`config.mk`:
```
export PLATFORM = sky130hd
export DESIGN_NAME = scaler_bank
export DESIGN_NICKNAME = d
export VERILOG_FILES = /design/src/rtl/scaler_pkg.sv /design/src/rtl/scaler_gate_ctrl.sv /design/src/rtl/scaler_chan.sv /design/src/rtl/scaler_rdport.sv /design/src/rtl/scaler_bank.sv
export SDC_FILE = /design/constraint.sdc
export NUM_CORES = 1
export LEC_CHECK = 0
export BUFFER_PORTS_ARGS = -buffer_cell sky130_fd_sc_hd__buf_2
export CAP_MARGIN = 5
export CELL_PAD_IN_SITES_DETAIL_PLACEMENT = 1
export CELL_PAD_IN_SITES_GLOBAL_PLACEMENT = 1
export CORE_MARGIN = 1.5
export CORE_UTILIZATION = 46
export CTS_CLUSTER_SIZE = 12
export DETAILED_ROUTE_END_ITERATION = 6
export PLACE_DENSITY_LB_ADDON = 0.1
export SLEW_MARGIN = 20
export SYNTH_ARGS = -nofsm -noshare
export SYNTH_HDL_FRONTEND = slang
export SYNTH_SLANG_ARGS = --single-unit
```
`constraint.sdc`:
```
create_clock -name clk -period 20.7 [get_ports clk]
set_input_delay 0 -clock clk [delete_from_list [all_inputs] [get_ports clk]]
set_output_delay 0 -clock clk [all_outputs]
set_load 0.02 [all_outputs]
```
`src/rtl/scaler_pkg.sv`:
```
package scaler_pkg;
  typedef enum logic [1:0] {
    GATE_INHIBIT = 2'b00,
    GATE_CLEAR   = 2'b01,
    GATE_TEST    = 2'b10,
    GATE_NONE    = 2'b11
  } gate_mode_e;

  localparam int unsigned WIN_BASE = 32'h100;
endpackage

```
`src/rtl/scaler_gate_ctrl.sv`:
```
module scaler_gate_ctrl
  import scaler_pkg::*;
(
  input  logic       clk,
  input  logic       rst_n,
  input  logic       aux_gate,
  input  logic [1:0] aux_mode,
  input  logic       sw_clr,
  output logic       cnt_block,
  output logic       test_inc,
  output logic       clr_all
);
  gate_mode_e mode;
  logic       clr_gate;

  always_comb begin
    mode      = gate_mode_e'(aux_mode);
    cnt_block = 1'b0;
    test_inc  = 1'b0;
    clr_gate  = 1'b0;
    if (aux_gate) begin
      case (mode)
        GATE_INHIBIT: cnt_block = 1'b1;
        GATE_CLEAR:   clr_gate  = 1'b1;
        GATE_TEST:    test_inc  = 1'b1;
        default:      ;
      endcase
    end
    clr_all = clr_gate | sw_clr;
  end

  // at most one gate function is active in any cycle
  a_r5_gate_exclusive: assert property (@(posedge clk) disable iff (!rst_n)
    $onehot0({cnt_block, test_inc, clr_gate}));

  // the reserved code drives no gate function
  a_r6_reserved_idle: assert property (@(posedge clk) disable iff (!rst_n)
    (aux_mode == 2'b11 && !sw_clr) |-> (!cnt_block && !test_inc && !clr_all));
endmodule

```
`src/rtl/scaler_chan.sv`:
```
module scaler_chan #(
  parameter int CW = 32
) (
  input  logic          clk,
  input  logic          rst_n,
  input  logic          edge_in,
  input  logic          test_inc,
  input  logic          cnt_block,
  input  logic          trig,
  input  logic          auto_rst,
  input  logic          clr_all,
  output logic [CW-1:0] cnt_q,
  output logic [CW-1:0] lat_q
);
  logic          inc;
  logic          cnt_en;
  logic          lat_en;
  logic [CW-1:0] cnt_d;
  logic [CW-1:0] lat_d;

  always_comb begin
    inc    = !cnt_block && (edge_in || test_inc);
    cnt_en = clr_all || inc || (trig && auto_rst);
    lat_en = clr_all || trig;
    cnt_d  = cnt_q;
    lat_d  = lat_q;
    if (clr_all) begin
      cnt_d = '0;
      lat_d = '0;
    end else begin
      if (trig) lat_d = cnt_q;
      if (trig && auto_rst) cnt_d = {{(CW-1){1'b0}}, inc};
      else if (inc)         cnt_d = cnt_q + 1'b1;
    end
  end

  always_ff @(posedge clk or negedge rst_n) begin
    if (!rst_n)      cnt_q <= '0;
    else if (cnt_en) cnt_q <= cnt_d;
  end

  always_ff @(posedge clk or negedge rst_n) begin
    if (!rst_n)      lat_q <= '0;
    else if (lat_en) lat_q <= lat_d;
  end

  // a counted pulse advances by one, wrapping modulo 2**CW
  a_r1_step: assert property (@(posedge clk) disable iff (!rst_n)
    (edge_in && !cnt_block && !clr_all && !(trig && auto_rst))
      |=> cnt_q == $past(cnt_q) + 1'b1);

  // inhibit freezes the counter
  a_r3_inhibit: assert property (@(posedge clk) disable iff (!rst_n)
    (cnt_block && !clr_all && !trig) |=> $stable(cnt_q));

  // capture takes the pre-edge count
  a_r2_capture: assert property (@(posedge clk) disable iff (!rst_n)
    (trig && !clr_all) |=> lat_q == $past(cnt_q));

  // latch holds without trigger
  a_r2_hold: assert property (@(posedge clk) disable iff (!rst_n)
    (!trig && !clr_all) |=> $stable(lat_q));

  // auto-reset leaves at most the coincident pulse
  a_r7_auto_reset: assert property (@(posedge clk) disable iff (!rst_n)
    (trig && auto_rst && !clr_all) |=> cnt_q <= CW'(1));

  // any clear empties counter and latch
  a_r9_clear: assert property (@(posedge clk) disable iff (!rst_n)
    clr_all |=> (cnt_q == '0 && lat_q == '0));
endmodule

```
`src/rtl/scaler_rdport.sv`:
```
module scaler_rdport
  import scaler_pkg::*;
#(
  parameter int NCH = 8,
  parameter int CW  = 32,
  parameter int AW  = 12
) (
  input  logic              clk,
  input  logic              rst_n,
  input  logic [AW-1:0]     rd_addr,
  input  logic [NCH*CW-1:0] cnt_flat,
  output logic [CW-1:0]     rd_data
);
  localparam int IW = AW - 2;

  logic [AW-1:0] off;
  logic [IW-1:0] idx;
  logic          hit;
  logic [CW-1:0] word;

  always_comb begin
    off  = rd_addr - AW'(WIN_BASE);
    idx  = off[AW-1:2];
    hit  = (rd_addr[1:0] == 2'b00) && (32'(rd_addr) >= WIN_BASE) && (32'(idx) < NCH);
    word = '0;
    for (int i = 0; i < NCH; i++) begin
      if (hit && idx == IW'(i)) word = cnt_flat[i*CW +: CW];
    end
  end

  always_ff @(posedge clk or negedge rst_n) begin
    if (!rst_n) rd_data <= '0;
    else        rd_data <= word;
  end

  // unmapped addresses read zero
  a_r10_unmapped: assert property (@(posedge clk) disable iff (!rst_n)
    (rd_addr[1:0] != 2'b00 || 32'(rd_addr) < WIN_BASE) |=> rd_data == '0);
endmodule

```
`src/rtl/scaler_bank.sv`:
```
module scaler_bank
  import scaler_pkg::*;
#(
  parameter int NCH = 8,
  parameter int CW  = 32,
  parameter int AW  = 12
) (
  input  logic              clk,
  input  logic              rst_n,
  input  logic [NCH-1:0]    ch_pulse,
  input  logic              trig,
  input  logic              auto_rst,
  input  logic              aux_gate,
  input  logic [1:0]        aux_mode,
  input  logic              sw_clr,
  input  logic [AW-1:0]     rd_addr,
  output logic [CW-1:0]     rd_data,
  output logic [NCH*CW-1:0] lat_flat
);
  logic [1:0]        rst_sync;
  logic              rst_core_n;
  logic              cnt_block;
  logic              test_inc;
  logic              clr_all;
  logic [NCH*CW-1:0] cnt_flat;

  always_ff @(posedge clk or negedge rst_n) begin
    if (!rst_n) rst_sync <= 2'b00;
    else        rst_sync <= {rst_sync[0], 1'b1};
  end
  assign rst_core_n = rst_sync[1];

  scaler_gate_ctrl u_gate (
    .clk       (clk),
    .rst_n     (rst_core_n),
    .aux_gate  (aux_gate),
    .aux_mode  (aux_mode),
    .sw_clr    (sw_clr),
    .cnt_block (cnt_block),
    .test_inc  (test_inc),
    .clr_all   (clr_all)
  );

  for (genvar g = 0; g < NCH; g++) begin : g_chan
    scaler_chan #(.CW(CW)) u_chan (
      .clk       (clk),
      .rst_n     (rst_core_n),
      .edge_in   (ch_pulse[g]),
      .test_inc  (test_inc),
      .cnt_block (cnt_block),
      .trig      (trig),
      .auto_rst  (auto_rst),
      .clr_all   (clr_all),
      .cnt_q     (cnt_flat[g*CW +: CW]),
      .lat_q     (lat_flat[g*CW +: CW])
    );
  end

  scaler_rdport #(.NCH(NCH), .CW(CW), .AW(AW)) u_rd (
    .clk      (clk),
    .rst_n    (rst_core_n),
    .rd_addr  (rd_addr),
    .cnt_flat (cnt_flat),
    .rd_data  (rd_data)
  );
endmodule

```
# Word-level counts from Yosys, hierarchy flattened
# Index checks and enable logic that the tools add are counted.
# op_classes
eq_ne	9
n_shift	0
n_lt_le_gt_ge	2
mux	54
reduce_logical	66
n_addsub	9
n_bitwise	1
div	0
n_mul	0
# op_table
operator	n
$mux 32	48
$add 32x1->32 const B	8
$eq 10x3->1 const B	4
$logic_or 1x1->1	25
$reduce_bool 3->1	8
$eq 10x2->1 const B	2
$logic_and 1x1->1	19
$reduce_and 2->1	9
$ge 12x9->1 const B	1
$sub 12x9->12 const B	1
$eq 10x1->1 const B	1
$logic_not 10->1	1
$lt 10x4->1 const B	1
$mux 1	6
$logic_not 2->1	2
$eq 2x1->1 const B	1
$eq 2x2->1 const B	1
$reduce_bool 2->1	1
$logic_not 1->1	1
$or 1x1->1	1
# totals
romBits	0
reg_bits	546
memories	0
inputBits	28
mem_bits_rw	0
output_inout_bits	288
elab_cells	159
latch_bits	0

# Depth between registers and ports, before layout
# Gate-level depths: netlist of the first run.
# logic_depth
ltp_word	12
depth_mapped	8

# Hierarchy
# From an unflattened synthesis of the first run, not the netlist that was laid out.
# unflattened
hier_cells	2828
area_unflattened_um2	28103.2
# by_module_without_submodules
mod	area_each_um2	instances	cells_per_inst	seq_area_each_um2
scaler_chan	3030.4	8	293	1601.5
scaler_rdport	3769.9	1	477	800.8
scaler_bank	53.8	1	3	50.0
scaler_gate_ctrl	36.3	1	4	0.0

# Worst setup path after synthesis of the first run
# OpenSTA, ideal clock, no wires.
# synth_path
kind	reg-to-reg
start	register g_chan[4].u_chan.cnt_q[8]
end	register g_chan[4].u_chan.cnt_q[25]
setup_ps	78
arrival_ps	2185
stages_incl_launch_ff	8
path_slack_ps	18437
n_path_buf	2
required_ps	20622
cell_sequence	dfrtp_1 nand4_2 or4_4 buf_6 or4_1 buf_2 or3_1 a21oi_1
# synth_between
elab_chain_cells	4
# synth_lines
item	line	rtl
start: declaration	scaler_chan.sv:12	output logic [CW-1:0] cnt_q,
start signal: assignment	scaler_chan.sv:39	else if (cnt_en) cnt_q <= cnt_d;
$add 32x1->32	scaler_chan.sv:33	else if (inc) cnt_d = cnt_q + 1'b1;
$mux 32	scaler_chan.sv:33	
$mux 32	scaler_chan.sv:32	if (trig && auto_rst) cnt_d = {{(CW-1){1'b0}}, inc};
$mux 32	scaler_chan.sv:27	if (clr_all) begin
# Every way passes these cells. The select of a mux whose other input is x is not followed.
# A chain may end at the register's enable or synchronous reset.

# Worst setup path after layout of the first run
# layout_path
start	input trig
end	register g_chan[5].u_chan.cnt_q[6]
# layout_between
elab_chain_cells	3
word_cells_on_any_way	6
cone_classes	2 x mux; 4 x reduce/logical
# layout_lines
item	line	rtl
start: declaration	scaler_bank.sv:11	input logic trig,
$logic_and 1x1->1 *	scaler_chan.sv:23, scaler_chan.sv:32	
$reduce_bool 3->1 (no line), or another cell as far along	-	
$reduce_and 2->1 (no line) / $mux 32 (equally long branches)	-	
end signal: assignment	scaler_chan.sv:39	
end: declaration	scaler_chan.sv:12	
# Mark *: on every way between the ends. The rest lies on a longest branch, timed or not.

==> results of run 1 <==
-- cells in the final DEF (no fill, tap or decap), types with 30 or more instances in the layout --
master     Yosys  layout
nand4_1       71      71
nor4_1        35      35
nor2_1       449     449
nand3_1       76      75
inv_1         30      30
o21ai_0       56      56
buf_2          4     313
clkbuf_16      0      61
or3_1         54      54
mux2i_1      275     275
nor3_1        35      35
xor2_1        64      64
a21oi_1      111     109
dfrtp_1      546     545
nand2_1      178     177
mux4_2        59      59
xnor2_1      105     105
-- registers in the layout (all words and copies together), names as in the netlist --
| signal | count |
|---|---|
| u_rd.rd_data | 32 |
| rst_sync | 2 |
| g_chan.u_chan.lat_q | 256 |
| g_chan.u_chan.cnt_q | 256 |
-- metal layers --
metal	vias to the layer above	track usage [%]
li1	9274	-
met3	138	4.45
met5	-	0
met1	11100	45.9
met4	2	9.17
met2	746	45.0
-- layout make-up --
class | count | area, um^2 | area share, %
clock inverters | 15 | 186 | 0.612
multi-input cells | 1760 | 11900 | 39.0
diodes | 2 | 5.00 | 0.0164
repair buffers | 349 | 1900 | 6.25
inverters | 30 | 113 | 0.370
well taps | 756 | 946 | 3.11
flip-flops and latches | 546 | 13700 | 44.9
clock buffers | 90 | 1780 | 5.83
-- worst max path at each step --
stage / endpoint / from / slack (ps) / cells past startpoint
after floorplan: g_chan[0].u_chan.cnt_q[0] / rst_sync[1] / 4350 / 0
after global placement: g_chan[5].u_chan.cnt_q[6] / trig / 17250 / 7
after detailed placement: g_chan[5].u_chan.cnt_q[20] / trig / 17080 / 7
after CTS: g_chan[5].u_chan.cnt_q[20] / trig / 17730 / 7
after global routing: g_chan[5].u_chan.cnt_q[6] / trig / 17530 / 7
final: g_chan[5].u_chan.cnt_q[6] / trig / 17740 / 7
-- where the power goes --
group,internal [uW],total (uW),switching (uW)
clock,636,1080,444
combinational,31.6,117,85.9
sequential,1070,1080,8.88
-- tightest hold or removal path, stage by stage --
cell and delay [ps]:
buf_8 250, mux2i_1 210, nor2_1 70
-- kinds of logic (layout without fill, tap and decap cells) --
group / count (synthesis) / after routing / share of synthesized area [%]
muxes: 335 / 335 / 15.6
adders and majority gates: 8 / 8 / 0.381
xor gates and xnor gates: 169 / 169 / 5.64
and+or+nand+nor: 1021 / 1021 / 18.4
buffers and inverters: 191 / 484 / 2.92
AOI/OAI and AO/OA: 226 / 226 / 4.98
DFF: 546 / 546 / 52.0
other: 1 / 3 / 0.0143
-- metrics by stage --
| stage | cells | total power [uW] | instance area (um^2) | utilization [%] | worst slack (ps) |
|---|---|---|---|---|---|
| 6_report | 3548 | 2280 | 30500 | 54.0 | 17740 |
| 3_5_place_dp | 3431 | 1220 | 28400 | 50.3 | 17080 |
| 4_1_cts | 3544 | 2290 | 30400 | 53.9 | 17730 |
| 2_1_floorplan | 2497 | 1180 | 26300 | - | 4350 |
| 5_1_grt | 3547 | 2350 | 30500 | 54.0 | 17530 |
| 3_3_place_gp | 3431 | 1210 | 28400 | 50.3 | 17250 |
-- what timing repair did --
action,4_1_cts,5_1_grt
endpoints found under the hold margin,15,0
hold buffers,8,0
setup endpoints to repair,0,0
buffers inserted,0,0
==> flow_summary.json, run 1 <==
{
  "tightest_slew_ps": 1140,
  "die_area_um2": 58500,
  "vdd_drop_max_uv": 64.6,
  "max_slew_margin_pct": 24.1,
  "core-area_um2": 56400,
  "whs_path_depth": 3,
  "startpoint_type": "input port",
  "power_leakage_uw": 0.0141,
  "fillers": 6255,
  "gp_congestion": 0.901,
  "synth_seq_area_share_pct": 52.0,
  "synth_nets": 2533,
  "fin_nets": 2782,
  "die-width_um": 242,
  "synth_commonest_cells": "dfrtp_1, nor2_1, mux2i_1",
  "io_pins": 316,
  "rr_endpoint": "g_chan[5].u_chan.cnt_q[31]",
  "fin_hold_ws_ps": -39.1,
  "hpwl_um": 64000,
  "antenna_found_initial": 6,
  "fin_tns_setup_ps": 0,
  "top_layer": "met5",
  "slowest_stage": "buf_4",
  "synthFlopType": "dfrtp_1",
  "initial_core_util_pct": 46.6,
  "synth_cell_types": 62,
  "overflow": 0,
  "wl_per_cell_um": 25.1,
  "power.density_nw_per_um2": 74.8,
  "rrSetupSlack_ps": 17890,
  "synth.cell_area_um2": 26300,
  "fmax_mhz": 338,
  "maxCapViolCount": 0,
  "met2_length_um": 39200,
  "drtAntennaViolNets": 0,
  "crit_chain": "buf_8 > nand2_1 > nand3_4 > buf_4 > buf_4 > or4_1 > nand2_1",
  "numPortBuffers": 315,
  "timing.rr.start": "g_chan[5].u_chan.cnt_q[5]",
  "violations": "hold timing",
  "async_flop_share_pct": 100,
  "grt_max_degree": 101,
  "critPathMaxFanout": 100,
  "worst_r2r_path_depth": 5,
  "syn_to_final_growth_pct": 16.0,
  "yosys.area.top_type": "dfrtp_1",
  "vias": 21300,
  "cp_num_buf_inv": 3,
  "drt_iter0_markers": 1820,
  "hold_end": "g_chan[1].u_chan.lat_q[20]",
  "drive_gt1_share_pct": 18.3,
  "synthMostInstantiatedCell": "dfrtp_1",
  "cp_slowest_stage_delay_ps": 840,
  "avgSynthCellArea_um2": 10.5,
  "grt_pass1_wl_um": 137000,
  "cts_buffer_depth": 3,
  "ctsResizeCount": 0,
  "status": "finished with violations",
  "dr.pass1.iters": 5,
  "placementRows": 87,
  "slew_violations": 0,
  "crit_type": "input port to register",
  "critPathTopFamily": "buffers and inverters",
  "synth_seq_cells": 546,
  "drc_errors": 0,
  "syn-instance-count": 2497,
  "synth_edf_count": 0,
  "grt_pass1_vias": 21700,
  "cts_sinks": 546,
  "arrival_ps": 3470,
  "clock_latency_ps": 630,
  "path_clk_slew_ps": 60,
  "min_period_ps": 2960,
  "worstHoldStart": "trig",
  "yosys_warnings": 0,
  "die_y_um": 242,
  "root_buffer": "clkbuf_16",
  "hold_viol_final": 13,
  "wl_met1_um": 41000,
  "synthTopCellsByArea": "dfrtp_1, mux2i_1, nor2_1",
  "via_per_inst": 6.00,
  "finalClockSkew_ps": 14.5,
  "rsz0062_at_grt": "no",
  "hold_path.class": "input port to register",
  "period_share_pct": 14.3,
  "routed_wl_um": 89000,
  "h-tree-depth": 2,
  "setup_viol": 0,
  "synth_top_cell_area_share_pct": 52.0,
  "end_kind": "register",
  "cts-buffers-inserted": 59,
  "grt_util_all_layers_pct": 30.3,
  "cts_tree": "yes",
  "met3WireLength_um": 6040,
  "crit_required_ps": 21210
}
Note: power is estimated with default switching activity, not from simulation.
==> inputs of run 2 (changes only) <==
==> constraint.sdc (replaced) <==
create_clock -name clk -period 3.1 [get_ports clk]
set_input_delay 0 -clock clk [delete_from_list [all_inputs] [get_ports clk]]
set_output_delay 0 -clock clk [all_outputs]
set_load 0.02 [all_outputs]
==> run 2 against run 1 <==
  * The run now ends clean
  * Largest cell class unchanged
  * Flip-flop and latch count unchanged
  * Clock power rose to 6.7 times the previous value
  * Core utilization up 0.94 points
==> flow_summary.json, run 2 (synthesized netlist as in run 1, its figures left out) <==
{
  "rrSetupSlack_ps": 430,
  "rsz0062_at_grt": "no",
  "drtAntennaViolNets": 0,
  "fmax_mhz": 374,
  "h-tree-depth": 2,
  "tightest_slew_ps": 1050,
  "syn_to_final_growth_pct": 18.0,
  "grt_max_degree": 116,
  "power.density_nw_per_um2": 495,
  "path_clk_slew_ps": 60,
  "cts_hold_buf": 11,
  "cts_sinks": 546,
  "grt_pass1_vias": 22000,
  "hpwl_um": 69200,
  "die-width_um": 242,
  "die_area_um2": 58500,
  "min_period_ps": 2670,
  "hold_viol_final": 0,
  "cts_setup_buffers": 0,
  "drt_iter0_markers": 1853,
  "ctsResizeCount": 0,
  "cts_buffer_depth": 3,
  "numPortBuffers": 315,
  "critPathMaxFanout": 7,
  "crit_required_ps": 3660,
  "dr.pass1.iters": 5,
  "top_regs": "g_chan.u_chan.cnt_q x256, g_chan.u_chan.lat_q x256, u_rd.rd_data x32",
  "clock_latency_ps": 640,
  "drive_gt1_share_pct": 19.8,
  "crit_type": "register to register",
  "arrival_ps": 3230,
  "placementRows": 87,
  "max_slew_margin_pct": 30.0,
  "routed_wl_um": 94100,
  "final_common_cell": "dfrtp_1",
  "period_share_pct": 86.2,
  "fillers": 6200,
  "end_kind": "register",
  "critPathTopFamily": "simple AND/OR/NAND/NOR gates",
  "via_per_inst": 6.00,
  "final_cell_mix": "dfrtp_1, nor2_1, buf_2",
  "fin_nets": 2834,
  "wl_per_cell_um": 26.1,
  "slowest_stage": "dlygate4sd3_1",
  "root_buffer": "clkbuf_16",
  "maxCapViolCount": 0,
  "core-area_um2": 56400,
  "status": "completed",
  "die_y_um": 242,
  "fin_hold_ws_ps": 37.6,
  "vdd_drop_max_uv": 446,
  "crit_chain": "ha_1 > nand2_1 > mux2i_1 > dlygate4sd3_1 > buf_4 > nand4b_1 > or4_1 > a21oi_1",
  "power_leakage_uw": 0.0144,
  "fin_tns_setup_ps": 0,
  "final_core_util_pct": 55.0,
  "initial_core_util_pct": 46.6,
  "cts-buffers-inserted": 60,
  "drc_errors": 0,
  "stdcell_count": 3605,
  "cp_slowest_stage_delay_ps": 560,
  "hold_path.class": "input port to register",
  "io_pins": 316,
  "gp_congestion": 0.918,
  "antenna_found_initial": 5,
  "grt_pass1_wl_um": 143000,
  "dpl.cell_count": 3481,
  "setup_viol": 0,
  "finalClockSkew_ps": 11.6,
  "overflow": 0,
  "cts_tree": "yes",
  "cp_num_buf_inv": 2,
  "grt_util_all_layers_pct": 32.2,
  "vias": 21600,
  "startpoint_type": "register",
  "slew_violations": 0
}
-- run 2: changes by cell type in the layout (fill, tap and decap cells not counted), sizes merged --
cell | before | now
dlygate4sd3 | 8 | 11
buf | 341 | 389
clkinvlp | 2 | 1
bufinv | 4 | 2
clkbuf | 90 | 97
inv | 31 | 33
-- run 2: worst register-to-register path: stages (launching register included) --
cell and delay [ps]:
dfrtp_1 470, ha_1 250, nand2_1 70, mux2i_1 130
dlygate4sd3_1 560, buf_4 160, nand4b_1 310, or4_1 500
a21oi_1 150
-- run 2: per-stage QoR --
stage          power (uW)  setup WS (ps)  area, um^2
2_1_floorplan        7880          -2210       26300
3_3_place_gp         8190            604       28900
3_5_place_dp         8210            516       28900
4_1_cts             15500            470       31000
5_1_grt             15800            271       31000
6_report            15300            429       31000
-- run 2: worst paths after layout --
path,start,endpoint,cells after the start
worst min-delay path,rd_addr[4],u_rd.rd_data[17],3
min in group asynchronous,rst_n,rst_sync[1],3
worst max register to register,g_chan[7].u_chan.cnt_q[1],g_chan[7].u_chan.cnt_q[30],8
max in group asynchronous,rst_sync[1],g_chan[0].u_chan.lat_q[16],1
worst max-delay path,g_chan[7].u_chan.cnt_q[1],g_chan[7].u_chan.cnt_q[30],8
worst min register to register,rst_sync[0],rst_sync[1],0
-- run 2: per-layer routing --
layer	GRT usage (%)	part of all wire, %	vias to the layer above
met1	49.6	47	11300
met3	4.60	7.2	126
li1	-	-	9383
met2	47.0	43	797
met4	9.69	2.8	0
met5	0	0	-
-- run 2: where the power goes --
part / internal [uW] / leakage, uW / switching [uW]
clock: 4230 / 0.000983 / 3010
sequential: 7150 / 0.00762 / 59.2
combinational: 261 / 0.00580 / 618
-- run 2: layout make-up --
class / instances / area (um^2) / share of cell area (%)
Clock buffer: 97 / 1850 / 5.97
Clock inverter: 14 / 136 / 0.440
Timing Repair Buffer: 400 / 2420 / 7.80
Tap cell: 756 / 946 / 3.05
Inverter: 30 / 113 / 0.363
Multi-Input combinational cell: 1760 / 11900 / 38.3
Sequential cell: 546 / 13700 / 44.1
Antenna cell: 2 / 5.00 / 0.0161
